==> config.mk <==
export PLATFORM = sky130hd
export DESIGN_NAME = ser_host_if
export DESIGN_NICKNAME = d
export VERILOG_FILES = /design/src/rtl/ser_host_pkg.sv /design/src/rtl/ser_host_strobe.sv /design/src/rtl/ser_host_cmd_regs.sv /design/src/rtl/ser_host_status.sv /design/src/rtl/ser_host_if.sv
export SDC_FILE = /design/constraint.sdc
export NUM_CORES = 1
export LEC_CHECK = 0
export BUFFER_PORTS_ARGS = -buffer_cell sky130_fd_sc_hd__buf_2
export CAP_MARGIN = 20
export CORE_UTILIZATION = 25
export CTS_CLUSTER_DIAMETER = 200
export DETAILED_ROUTE_END_ITERATION = 10
export PLACE_DENSITY = 0.49
export SYNTH_ARGS = -nofsm -noshare
export SYNTH_HDL_FRONTEND = slang
export SYNTH_SLANG_ARGS = --single-unit
export TNS_END_PERCENT = 10
==> constraint.sdc <==
create_clock -name clk_i -period 1.6 [get_ports clk_i]
set_input_delay 0 -clock clk_i [delete_from_list [all_inputs] [get_ports clk_i]]
set_output_delay 0 -clock clk_i [all_outputs]
set_load 0.005 [all_outputs]
==> src/rtl/ser_host_pkg.sv <==
package ser_host_pkg;
  localparam int unsigned DW   = 8;
  localparam int unsigned NCMD = 6;

  typedef enum logic [2:0] {
    REG_MODE  = 3'd0,
    REG_FMT   = 3'd1,
    REG_CTRL  = 3'd2,
    REG_OPT   = 3'd3,
    REG_ADDR  = 3'd4,
    REG_AUX   = 3'd5
  } cmd_id_e;

  localparam int unsigned ADDR_ARM_BIT = 2;
  localparam int unsigned SPLIT_BIT    = 5;
endpackage

==> src/rtl/ser_host_strobe.sv <==
module ser_host_strobe #(
  parameter int unsigned NSTB = 2
) (
  input  logic            clk_i,
  input  logic            rst_ni,
  input  logic            cs_ni,
  input  logic [NSTB-1:0] stb_ni,
  output logic [NSTB-1:0] done_o
);
  logic [NSTB-1:0] stb_q;

  for (genvar g = 0; g < NSTB; g++) begin : g_stb
    always_ff @(posedge clk_i or negedge rst_ni) begin
      if (!rst_ni) stb_q[g] <= 1'b1;
      else         stb_q[g] <= stb_ni[g];
    end
    // completion = strobe release while selected
    assign done_o[g] = stb_ni[g] & ~stb_q[g] & ~cs_ni;
  end
endmodule

==> src/rtl/ser_host_cmd_regs.sv <==
module ser_host_cmd_regs
  import ser_host_pkg::*;
#(
  parameter int unsigned W = DW,
  parameter int unsigned N = NCMD
) (
  input  logic         clk_i,
  input  logic         rst_ni,
  input  logic         wr_cmd_i,
  input  logic [W-1:0] din_i,
  output logic [N*W-1:0] regs_o,
  output logic         configured_o
);
  logic         arm_q;
  logic [N-1:0] loaded_q;
  logic [N-1:0] we;
  cmd_id_e      tgt;

  always_comb begin
    unique case (din_i[W-1 -: 2])
      2'b00:   tgt = REG_MODE;
      2'b01:   tgt = REG_FMT;
      2'b10:   tgt = REG_CTRL;
      default: tgt = din_i[SPLIT_BIT] ? REG_AUX : REG_OPT;
    endcase
    if (arm_q) tgt = REG_ADDR;
  end

  for (genvar k = 0; k < N; k++) begin : g_reg
    assign we[k] = wr_cmd_i && (int'(tgt) == k);
    always_ff @(posedge clk_i or negedge rst_ni) begin
      if (!rst_ni) begin
        regs_o[k*W +: W] <= '0;
        loaded_q[k]      <= 1'b0;
      end else if (we[k]) begin
        regs_o[k*W +: W] <= din_i;
        loaded_q[k]      <= 1'b1;
      end
    end
  end

  always_ff @(posedge clk_i or negedge rst_ni) begin
    if (!rst_ni)       arm_q <= 1'b0;
    else if (wr_cmd_i) arm_q <= !arm_q && (tgt == REG_OPT) && din_i[ADDR_ARM_BIT];
  end

  assign configured_o = &loaded_q;

  a_r4_addr_capture: assert property (@(posedge clk_i) disable iff (!rst_ni)
    wr_cmd_i && arm_q |=> regs_o[int'(REG_ADDR)*W +: W] == $past(din_i) && !arm_q);
  a_r2_route_mode: assert property (@(posedge clk_i) disable iff (!rst_ni)
    wr_cmd_i && !arm_q && din_i[W-1 -: 2] == 2'b00 |=> regs_o[W-1:0] == $past(din_i));
  a_r8_cfg_sticky: assert property (@(posedge clk_i) disable iff (!rst_ni)
    configured_o |=> configured_o);
endmodule

==> src/rtl/ser_host_status.sv <==
module ser_host_status
  import ser_host_pkg::*;
#(
  parameter int unsigned W = DW
) (
  input  logic         clk_i,
  input  logic         rst_ni,
  input  logic         stat_rd_i,
  input  logic [W-2:0] stat1_i,
  input  logic [W-2:0] stat2_i,
  output logic [W-1:0] stat_o
);
  logic sel_q;

  always_ff @(posedge clk_i or negedge rst_ni) begin
    if (!rst_ni)        sel_q <= 1'b0;
    else if (stat_rd_i) sel_q <= ~sel_q;
  end

  assign stat_o = sel_q ? {1'b1, stat2_i} : {1'b0, stat1_i};

  a_r5_alternate: assert property (@(posedge clk_i) disable iff (!rst_ni)
    stat_rd_i |=> sel_q != $past(sel_q));
endmodule

==> src/rtl/ser_host_if.sv <==
module ser_host_if
  import ser_host_pkg::*;
#(
  parameter int unsigned W = DW,
  parameter int unsigned N = NCMD
) (
  input  logic           clk_i,
  input  logic           rst_ni,
  input  logic           cs_ni,
  input  logic           cmd_sel_i,
  input  logic           rd_ni,
  input  logic           wr_ni,
  input  logic [W-1:0]   data_i,
  output logic [W-1:0]   data_o,
  output logic           data_oe_o,
  input  logic [W-2:0]   stat1_i,
  input  logic [W-2:0]   stat2_i,
  input  logic [W-1:0]   rx_data_i,
  output logic           rx_pop_o,
  output logic [W-1:0]   tx_data_o,
  output logic           tx_push_o,
  output logic [N*W-1:0] cmd_regs_o,
  output logic           configured_o
);
  logic [1:0]   done;
  logic         wr_done, rd_done;
  logic [W-1:0] stat_byte;

  ser_host_strobe #(.NSTB(2)) u_stb (
    .clk_i  (clk_i),
    .rst_ni (rst_ni),
    .cs_ni  (cs_ni),
    .stb_ni ({rd_ni, wr_ni}),
    .done_o (done)
  );
  assign wr_done = done[0];
  assign rd_done = done[1];

  ser_host_cmd_regs #(.W(W), .N(N)) u_cmd (
    .clk_i        (clk_i),
    .rst_ni       (rst_ni),
    .wr_cmd_i     (wr_done & cmd_sel_i),
    .din_i        (data_i),
    .regs_o       (cmd_regs_o),
    .configured_o (configured_o)
  );

  ser_host_status #(.W(W)) u_stat (
    .clk_i     (clk_i),
    .rst_ni    (rst_ni),
    .stat_rd_i (rd_done & cmd_sel_i),
    .stat1_i   (stat1_i),
    .stat2_i   (stat2_i),
    .stat_o    (stat_byte)
  );

  always_ff @(posedge clk_i or negedge rst_ni) begin
    if (!rst_ni) begin
      tx_push_o <= 1'b0;
      tx_data_o <= '0;
      rx_pop_o  <= 1'b0;
    end else begin
      tx_push_o <= wr_done & ~cmd_sel_i & configured_o;
      rx_pop_o  <= rd_done & ~cmd_sel_i & configured_o;
      if (wr_done & ~cmd_sel_i & configured_o) tx_data_o <= data_i;
    end
  end

  assign data_oe_o = ~cs_ni & ~rd_ni;
  assign data_o    = cmd_sel_i ? stat_byte : rx_data_i;

  a_r7_push_needs_cfg: assert property (@(posedge clk_i) disable iff (!rst_ni)
    tx_push_o |-> configured_o);
  a_r6_pop_needs_cfg: assert property (@(posedge clk_i) disable iff (!rst_ni)
    rx_pop_o |-> configured_o);
  a_r6_pop_single: assert property (@(posedge clk_i) disable iff (!rst_ni)
    rx_pop_o |=> !rx_pop_o);
endmodule

==> results_dict.tcl <==
set metrics [dict create \
    ir_worst_vdd_uv 575 \
    cts.clk_slew.worst_paths_ns 0.08 \
    period_share_pct 100 \
    place_area_um2 3500 \
    drv_cap 0 \
    grt_first_pass_wirelength_mm 10.5 \
    tritoncts "yes" \
    drtIter0Drc 96 \
    period_needed_ns 1.61 \
    ys_ff_latch 68 \
    r2r-end "u_cmd.regs_o[18]" \
    cts_root_buf "clkbuf_8" \
    io_pins 104 \
    finalWeightedCongestion 0.637 \
    synth-main-ff-cell "dfrtp_1" \
    wl_met3_um 394 \
    die_w_um 106 \
    cp-end-kind "register" \
    ys_seq_area_share_pct 62.9 \
    cp.arrival_ns 1.84 \
    ant_nets 0 \
    syn_to_final_growth_pct 42.7 \
    routed.top_layer "met4" \
    setup_viol 2 \
    die_h_um 106 \
    yosys.area.top_type "dfrtp_1" \
    pre_cts_slack_ns -0.0700 \
    die_area_um2 11300 \
    async_flop_share_pct 100 \
    synthTopCellsByArea "dfrtp_1, mux2_2, or2_2" \
    rsz0062_at_grt "yes" \
    violations "setup timing" \
    routed_wl_mm 6.79 \
    crit_path_end "u_cmd.regs_o[18]" \
    cp_cell_sequence "nand4bb_1 > buf_6 > nor4b_4 > buf_12 > mux2_2" \
    cts_buffers 9 \
    core_area_um2 10400 \
    wl_met2_mm 3.22 \
    clock_sink_count 68 \
    dr.pass1.iters 4 \
    final_util_pct 37.1 \
    min-delay-start "cs_ni" \
    final_nets 345 \
    rows 37 \
    fmax_ghz 0.622 \
    synth_cells 181 \
    tightestPinTransition_ns 0.433 \
    layout_setup_ws_ns -0.00720 \
    antenna_cells 0 \
    vias 1919 \
    critPathTopFamily "simple AND/OR/NAND/NOR gates" \
    p_leak_nw 2.01 \
    antenna_found_initial 0 \
    max_stage_delay_ns 0.37 \
    worstSetupPathDepth 5 \
    drive_gt1_share_pct 64.0 \
    drv_slew 0 \
    initial_core_util_pct 26.0 \
    yosys_warnings 0 \
    finClkSkew_ns 0.00863 \
    track_usage_pct 12.6 \
    r2r_cells 5 \
    cp_max_fo 9 \
    dp_hpwl_mm 4.93 \
    crit_type "register to register" \
    syn_area_um2 2710 \
    grt_pass1_vias 1893 \
    via_per_inst 4.26 \
    run_status "finished with violations" \
    design_area_um2 3860 \
    p_total_mw 4.46 \
    powerDensity_nw_per_um2 1150 \
    hold_viol_final 0 \
    reg2reg_from "u_stb.stb_q[0]" \
    insertion_delay_ns 0.34 \
    slew_headroom_pct 71.1 \
    drc 0 \
    cp_data_required_time_ns 1.83 \
    wl_met1_mm 3.09 \
    cp-startpoint "u_stb.stb_q[0]" \
    overflow 0 \
    synth_fp_nets 217 \
    r2r_slack_ns -0.007 \
    hp-class "input port to register" \
    slowest_stage "dfstp_2" \
    critPathLaunchType "register" \
    synth_top_area_share_pct 61.0 \
    tns_ns -0.00727 \
    cp_num_buf_inv 2 \
    portBuffers 103 \
    synth_edf_count 0 \
    cts_htree_levels 3 \
    wl_per_cell_um 15.1 \
    syn-mean-instance-area_um2 15.0 \
    clock_path_buffers 2 \
    grt_max_degree 39 \
    synthDistinctLibCells 24 \
]
[timing repair]
item / 4_1_cts / 5_1_grt
hold buffers: 8 / 0
hold endpoints to repair: 94 / 0
resized for setup: 3 / 15
setup buffers: 0 / 0
pin swaps: 1 / 1
setup endpoints to repair: 20 / 20
[Yosys cell counts (2+ instances only)]
cell type and instances:
nor4_4 3, buf_2 2, nand2_1 2, mux2i_1 7
nor2_1 10, nor4b_4 2, a21oi_1 7, mux2_2 45
clkbuf_1 4, dfstp_2 2, buf_4 2, dfrtp_1 66
or2_2 13, nand3_1 2, nor2b_1 5
[cell type report]
class                   instances  area [µm²]
fillers                      1067        6550
flip-flops and latches         68        1710
multi-input cells             104        1020
repair buffers                125         744
well taps                     136         170
clock buffers                   9         124
clock inverters                 7        98.8
inverters                       1        3.75
[layout by cell type (no fill, tap or decap)]
cell type / netlist / final
buf_2: 2 / 102
and4b_1: 1 / 1
or2_4: 0 / 1
or3b_4: 0 / 1
clkinv_4: 0 / 2
nand2b_1: 1 / 1
clkinv_2: 0 / 1
nand2_1: 2 / 2
dfstp_2: 2 / 2
nand4bb_1: 1 / 1
dfrtp_2: 0 / 1
a21oi_1: 7 / 7
nor2_1: 10 / 10
inv_6: 0 / 1
buf_4: 2 / 11
inv_1: 1 / 1
buf_6: 0 / 1
nand4_1: 1 / 1
mux2_2: 45 / 31
mux2i_1: 7 / 7
clkinvlp_4: 0 / 1
mux2_4: 0 / 14
clkbuf_8: 0 / 9
or2_2: 13 / 12
dfrtp_1: 66 / 65
dlygate4sd3_1: 0 / 8
a22o_1: 1 / 1
buf_12: 0 / 3
xnor2_1: 1 / 1
bufinv_16: 0 / 2
nand3_1: 2 / 2
nor4_4: 3 / 3
nor4b_4: 2 / 2
nor3_2: 1 / 1
nor2b_1: 5 / 5
[metal layers]
| layer | track usage [%] | vias up |
|---|---|---|
| li1 | - | 889 |
| met1 | 16.6 | 968 |
| met2 | 18.9 | 54 |
| met3 | 4.97 | 8 |
| met4 | 3.87 | 0 |
| met5 | 0 | - |
[report_power, final]
group          internal, mW  total [mW]  switching (mW)  leakage, nW
Clock                 0.885        1.58           0.699        0.110
Combinational         0.462       0.755           0.293         1.02
Sequential             1.95        2.12           0.167        0.881
[registers in the layout, summed over array words and instances (netlist names)]
| name | count |
|---|---|
| u_cmd.arm_q | 1 |
| tx_push_o | 1 |
| tx_data_o | 8 |
| u_stat.sel_q | 1 |
| u_cmd.regs_o | 48 |
| u_stb.stb_q | 2 |
| rx_pop_o | 1 |
| u_cmd.loaded_q | 6 |
[how the worst min path moves through the flow]
stage	end	slack, ns	cells past startpoint
2_1_floorplan	rx_pop_o	-0.30	0
3_5_place_dp	u_cmd.regs_o[23]	-0.02	1
3_3_place_gp	u_cmd.regs_o[23]	-0.02	1
4_1_cts	u_stat.sel_q	0.02	4
5_1_grt	tx_push_o	0.04	3
6_report	u_stat.sel_q	0.03	4
[worst register-to-register path, delay by kind of cell (launching register included)]
family	cells	cell delay, ns
multiplexers	1	0.33
flip-flops	1	0.37
buffers and inverters	2	0.35
AND/OR/NAND/NOR	2	0.45
[cell families after synthesis]
logic type / share of synthesized area, %
DFF: 62.9
muxes: 21.3
and+or+nand+nor: 12.2
buffers and inverters: 1.62
AOI/OAI and AO/OA: 1.62
xor gates and xnor gates: 0.323
[per-stage QoR]
stage                     hold slack, ns  instances
after floorplan                   -0.296        181
after global placement           -0.0225        426
after detailed placement         -0.0236        426
after CTS                         0.0229        450
after global routing              0.0376        450
final                             0.0305        450
(Power assumes the default switching activity.)
